$ cat src/rtl/rmclk_pkg.sv
package rmclk_pkg;
  localparam int unsigned DIV_W    = 4;
  localparam int unsigned DIV_LSB  = 0;
  localparam int unsigned USE_BIT  = 4;
  localparam int unsigned BYP_BIT  = 5;
  localparam int unsigned PD_BIT   = 6;
  localparam int unsigned XTAL_LSB = 8;

  typedef logic [DIV_W-1:0] div_t;
endpackage

$ cat src/rtl/rmclk_cfg_reg.sv
module rmclk_cfg_reg
  import rmclk_pkg::*;
#(
  parameter int unsigned XTAL_W = 4,
  localparam int unsigned CFG_W = XTAL_LSB + XTAL_W
) (
  input  logic              clk_i,
  input  logic              rst_ni,
  input  logic              wr_en_i,
  input  logic [CFG_W-1:0]  wr_data_i,
  output div_t              div_o,
  output logic              use_div_o,
  output logic              bypass_o,
  output logic              pwrdn_o,
  output logic [XTAL_W-1:0] xtal_o,
  output logic              relock_o,
  output logic [CFG_W-1:0]  cfg_o
);
  logic              pd_new;
  logic [XTAL_W-1:0] xtal_new;

  assign pd_new   = wr_data_i[PD_BIT];
  assign xtal_new = wr_data_i[XTAL_LSB +: XTAL_W];

  // PLL-affecting write: power state or crystal change
  assign relock_o = wr_en_i && ((pd_new != pwrdn_o) || (xtal_new != xtal_o));

  always_ff @(posedge clk_i or negedge rst_ni) begin
    if (!rst_ni) begin
      div_o     <= '1;
      use_div_o <= 1'b0;
      bypass_o  <= 1'b1;
      pwrdn_o   <= 1'b1;
      xtal_o    <= '0;
    end else if (wr_en_i) begin
      div_o     <= wr_data_i[DIV_LSB +: DIV_W];
      use_div_o <= wr_data_i[USE_BIT];
      bypass_o  <= wr_data_i[BYP_BIT];
      pwrdn_o   <= pd_new;
      xtal_o    <= xtal_new;
    end
  end

  always_comb begin
    cfg_o                       = '0;
    cfg_o[DIV_LSB +: DIV_W]     = div_o;
    cfg_o[USE_BIT]              = use_div_o;
    cfg_o[BYP_BIT]              = bypass_o;
    cfg_o[PD_BIT]               = pwrdn_o;
    cfg_o[XTAL_LSB +: XTAL_W]   = xtal_o;
  end
endmodule

$ cat src/rtl/rmclk_lock.sv
module rmclk_lock #(
  parameter int unsigned LOCK_CYCLES = 1024,
  localparam int unsigned LOCK_W = $clog2(LOCK_CYCLES + 1)
) (
  input  logic clk_i,
  input  logic rst_ni,
  input  logic osc_tick_i,
  input  logic pwrdn_i,
  input  logic relock_i,
  output logic ready_o
);
  localparam logic [LOCK_W-1:0] LOAD = LOCK_W'(LOCK_CYCLES);

  logic [LOCK_W-1:0] cnt_q;

  always_ff @(posedge clk_i or negedge rst_ni) begin
    if (!rst_ni)                     cnt_q <= LOAD;
    else if (relock_i || pwrdn_i)    cnt_q <= LOAD;
    else if (osc_tick_i && cnt_q != '0) cnt_q <= cnt_q - 1'b1;
  end

  assign ready_o = !pwrdn_i && (cnt_q == '0);
endmodule

$ cat src/rtl/rmclk_div.sv
module rmclk_div
  import rmclk_pkg::*;
(
  input  logic clk_i,
  input  logic rst_ni,
  input  logic tick_i,
  input  div_t div_i,
  input  logic use_div_i,
  output div_t ratio_o,
  output logic use_o,
  output logic term_o,
  output logic sys_tick_o
);
  div_t cnt_q;

  assign term_o = tick_i && (!use_o || cnt_q == ratio_o);

  always_ff @(posedge clk_i or negedge rst_ni) begin
    if (!rst_ni) begin
      cnt_q      <= '0;
      ratio_o    <= '1;
      use_o      <= 1'b0;
      sys_tick_o <= 1'b0;
    end else begin
      sys_tick_o <= term_o;
      if (term_o) begin
        cnt_q   <= '0;
        ratio_o <= div_i;     // settings adopted only at terminal count
        use_o   <= use_div_i;
      end else if (tick_i) begin
        cnt_q <= cnt_q + 1'b1;
      end
    end
  end
endmodule

$ cat src/rtl/rmclk_ctrl.sv
module rmclk_ctrl
  import rmclk_pkg::*;
#(
  parameter int unsigned XTAL_W      = 4,
  parameter int unsigned LOCK_CYCLES = 1024,
  localparam int unsigned CFG_W = XTAL_LSB + XTAL_W
) (
  input  logic             clk_i,
  input  logic             rst_ni,
  input  logic             wr_en_i,
  input  logic [CFG_W-1:0] wr_data_i,
  input  logic             osc_tick_i,
  input  logic             pll_tick_i,
  output logic [CFG_W-1:0] cfg_o,
  output logic             ready_o,
  output logic             pll_sel_o,
  output logic             sys_tick_o
);
  div_t              div_f;
  logic              use_div_f, bypass_f, pwrdn_f, relock;
  logic [XTAL_W-1:0] xtal_f;
  logic              pll_tick_g, sel_tick, div_term, use_act;
  div_t              ratio_act;

  rmclk_cfg_reg #(.XTAL_W(XTAL_W)) u_reg (
    .clk_i, .rst_ni, .wr_en_i, .wr_data_i,
    .div_o(div_f), .use_div_o(use_div_f), .bypass_o(bypass_f),
    .pwrdn_o(pwrdn_f), .xtal_o(xtal_f), .relock_o(relock), .cfg_o
  );

  rmclk_lock #(.LOCK_CYCLES(LOCK_CYCLES)) u_lock (
    .clk_i, .rst_ni, .osc_tick_i, .pwrdn_i(pwrdn_f),
    .relock_i(relock), .ready_o
  );

  // powered-down PLL drives nothing
  assign pll_tick_g = pll_tick_i && !pwrdn_f;
  assign pll_sel_o  = !bypass_f && ready_o;
  assign sel_tick   = pll_sel_o ? pll_tick_g : osc_tick_i;

  rmclk_div u_div (
    .clk_i, .rst_ni, .tick_i(sel_tick), .div_i(div_f),
    .use_div_i(use_div_f), .ratio_o(ratio_act), .use_o(use_act),
    .term_o(div_term), .sys_tick_o
  );
endmodule

$ cat config.mk
export PLATFORM = sky130hd
export DESIGN_NAME = rmclk_ctrl
export DESIGN_NICKNAME = d
export VERILOG_FILES = /design/src/rtl/rmclk_pkg.sv /design/src/rtl/rmclk_cfg_reg.sv /design/src/rtl/rmclk_lock.sv /design/src/rtl/rmclk_div.sv /design/src/rtl/rmclk_ctrl.sv
export SDC_FILE = /design/constraint.sdc
export NUM_CORES = 1
export LEC_CHECK = 0
export CAP_MARGIN = 20
export CORE_MARGIN = 2
export CORE_UTILIZATION = 30
export CTS_CLUSTER_SIZE = 25
export DETAILED_ROUTE_END_ITERATION = 8
export GPL_TIMING_DRIVEN = 1
export PLACE_DENSITY = 0.56
export SLEW_MARGIN = 20
export SYNTH_ARGS = -nofsm -noshare
export SYNTH_HDL_FRONTEND = slang
export SYNTH_SLANG_ARGS = --single-unit
$ cat constraint.sdc
create_clock -name clk_i -period 1.8 [get_ports clk_i]
set_input_delay 0.45 -clock clk_i [delete_from_list [all_inputs] [get_ports clk_i]]
set_output_delay 0.45 -clock clk_i [all_outputs]
set_load 0.02 [all_outputs]
==> summary.txt <==
maximum clock rate: 515 MHz
routed len/inst: 13.2 um
Hold Crit Class: reg -> reg
Synthesis Warnings: 0
Crit path max-delay family: multiplexers
Worst Setup Slack, final: -142 ps
Netlist cell types: 39
clk_lat worst skew: 280 ps
Max clock buf depth: 2
Reg clk slew, reported paths: 70 ps
worst path bufs/invs: 2
Initial DRC Count: 56
RD Place Congestion: 0.856
Core Area: 5070 um2
status: finished with violations
WHS: 503 ps
max incr delay on CP: 390 ps
final setup vio count: 13
Cells on Worst Hold Path: 2
first-pass GRT wire length: 6.33 mm
initial antenna violation count: 0
Pwr per Cell Area: 1050 nW/um2
layout cells sized above 1: 43.7%
Final nets: 234
clock root buffer: clkbuf_8
leakage: 0.00108 uW
post-synthesis register bit count: 32
CP Cell Sequence: inv_2, ha_4, nor3b_4, and4_4, buf_6, mux2i_4, nor2_4, mux2_2
clock buffer count from CTS: 5
Peak VDD IR: 0.000389 V
Setup crit end kind: register
Post-Syn Area: 1570 um2
ys async rst share: 100%
number of global-route vias before repair: 1418
hold_sp: u_div.use_o
First-pass DRT Iterations: 4
largest net degree at the start of global routing: 33
grt ovf: 0
fin crit share: 108%
Worst path slowest cell: dfrtp_1
Synth-to-Final Area Change: 56.7%
port buffer count: 29
Design Area, Final: 2460 um2
final wirelength: 3.77 mm
worst path required time: 2010 ps
TritonCTS Sinks: 32
Primary FF master, synth: dfrtp_1
DRC: 0
cell row count: 26
max-slew violation count: 0
die span in x: 76.4 um
CP Launch Type: register
Final Hold Viols: 0
post-synthesis sequential area ratio: 51.8%
Worst Path Max Fanout: 8
max_cap viols: 0
EDFF count, synth: 0
failing checks: negative setup slack
DR vias: 1331
dpl hpwl: 2.72 mm
Initial Util: 31.0%
vias per cell: 4.67
R2R Setup Slk: -140 ps
Cells after Synth: 144
CTS tree: built
Synth Net Count: 164
CP Class: reg -> reg
Die Height: 76.4 um
reg2reg path depth: 8
skew final: 5.67 ps
CTS hold repair buffers: 0
H-Tree Depth: 2
total global-route track usage: 13.6%
crit path DAT: 2150 ps
Final min period: 1940 ps
Die Area: 5830 um2
Hold EP: u_div.use_o
RSZ-0062 raised after global routing: yes
reg2reg start: u_lock.cnt_q[1]
Avg Cell Area, Syn: 10.9 um2
pre-CTS WS: -277 ps
placed cell areas: 2190 um2
IO Pins: 32
Ant. Diodes: 0
remaining antenna violation count after routing: 0
FF-to-FF End: u_div.ratio_o[1]
[how the worst max path moves through the flow]
stage                          startpoint               end  depth (start not counted)
after global routing      u_lock.cnt_q[0]  u_div.ratio_o[1]                          8
after CTS                 u_lock.cnt_q[0]  u_div.ratio_o[1]                          8
after global placement    u_lock.cnt_q[5]           ready_o                          4
final                     u_lock.cnt_q[1]  u_div.ratio_o[1]                          8
after floorplan           u_lock.cnt_q[5]           ready_o                          3
after detailed placement  u_lock.cnt_q[0]         pll_sel_o                          5
[per-stage QoR]
step,utilization (%),TNS [ps],total power [uW],std cells
2_1_floorplan,-,-9.62,1450,144
3_3_place_gp,43.1,-1290,1780,270
3_5_place_dp,43.1,-2400,1820,270
4_1_cts,47.2,-1140,2580,282
5_1_grt,48.5,-2730,2770,285
6_report,48.5,-1270,2600,285
[tightest hold or removal path: stages (launching register included)]
cell and delay (ps):
dfrtp_1 360, nand2_1 50, o21ai_1 60
[sequential cells by signal, indices dropped and copies added, names as in the netlist, 4 cells and up]
name	count
u_lock.cnt_q	11
u_reg.xtal_o	4
u_reg.div_o	4
u_div.cnt_q	4
u_div.ratio_o	4
[cell usage after synthesis (3+ instances only)]
cell type / instances / area, um2
dfstp_2: 11 / 289
dfrtp_1: 21 / 526
xor2_1: 10 / 87.6
mux2_2: 12 / 135
a21oi_1: 3 / 15.0
buf_4: 4 / 30.0
ha_1: 3 / 37.5
nand2_1: 11 / 41.3
clkbuf_1: 4 / 15.0
nor3_1: 3 / 15.0
nand3_1: 8 / 40.0
inv_1: 5 / 18.8
nor2_1: 10 / 37.5
o21ai_0: 8 / 40.0
[cell type report]
cell class	instances	area, um2
clock buffers	5	68.8
clock inverters	3	42.5
fillers	480	2610
inverters	5	18.8
multi-input cells	99	813
flip-flops and latches	32	815
well taps	70	87.6
repair buffers	71	617
[layout by cell type, fill, tap and decap left out, drive strengths merged, types with 8 or more instances in the layout]
master / Yosys / final
buf: 4 / 44
clkdlybuf4s50: 0 / 21
dfrtp: 21 / 21
dfstp: 11 / 11
mux2: 12 / 12
nand2: 11 / 11
nand3: 8 / 8
nor2: 11 / 11
o21ai: 8 / 8
xor2: 10 / 10
[kinds of logic (layout without fill, tap and decap cells)]
group | Yosys count | in the layout | synth area share, %
flops | 32 | 32 | 51.8
xor+xnor | 12 | 12 | 6.69
buf+inv | 13 | 84 | 4.06
compound gates | 21 | 21 | 8.68
other cells | 1 | 1 | 0.239
simple gates | 49 | 49 | 16.6
mux | 13 | 13 | 9.47
fa+ha+maj | 3 | 3 | 2.39
[layer usage]
| layer | GRT usage [%] | vias up | wire [um] |
|---|---|---|---|
| li1 | - | 639 | - |
| met1 | 14.6 | 663 | 1530 |
| met2 | 24.4 | 22 | 2050 |
| met3 | 3.55 | 7 | 100 |
| met4 | 7.09 | 0 | 82 |
| met5 | 0 | - | 0 |
[timing repair]
item	CTS	global route
gates resized for setup	36	10
endpoints found under the setup margin	21	15
cloned	0	0
pin swaps	5	1
setup buffers	4	3
[power breakdown]
group	switching (uW)	total, uW	internal [uW]
Clock	274	683	409
Combinational	392	883	491
Sequential	126	1030	906
No activity file was read; power rests on OpenSTA's default activity.
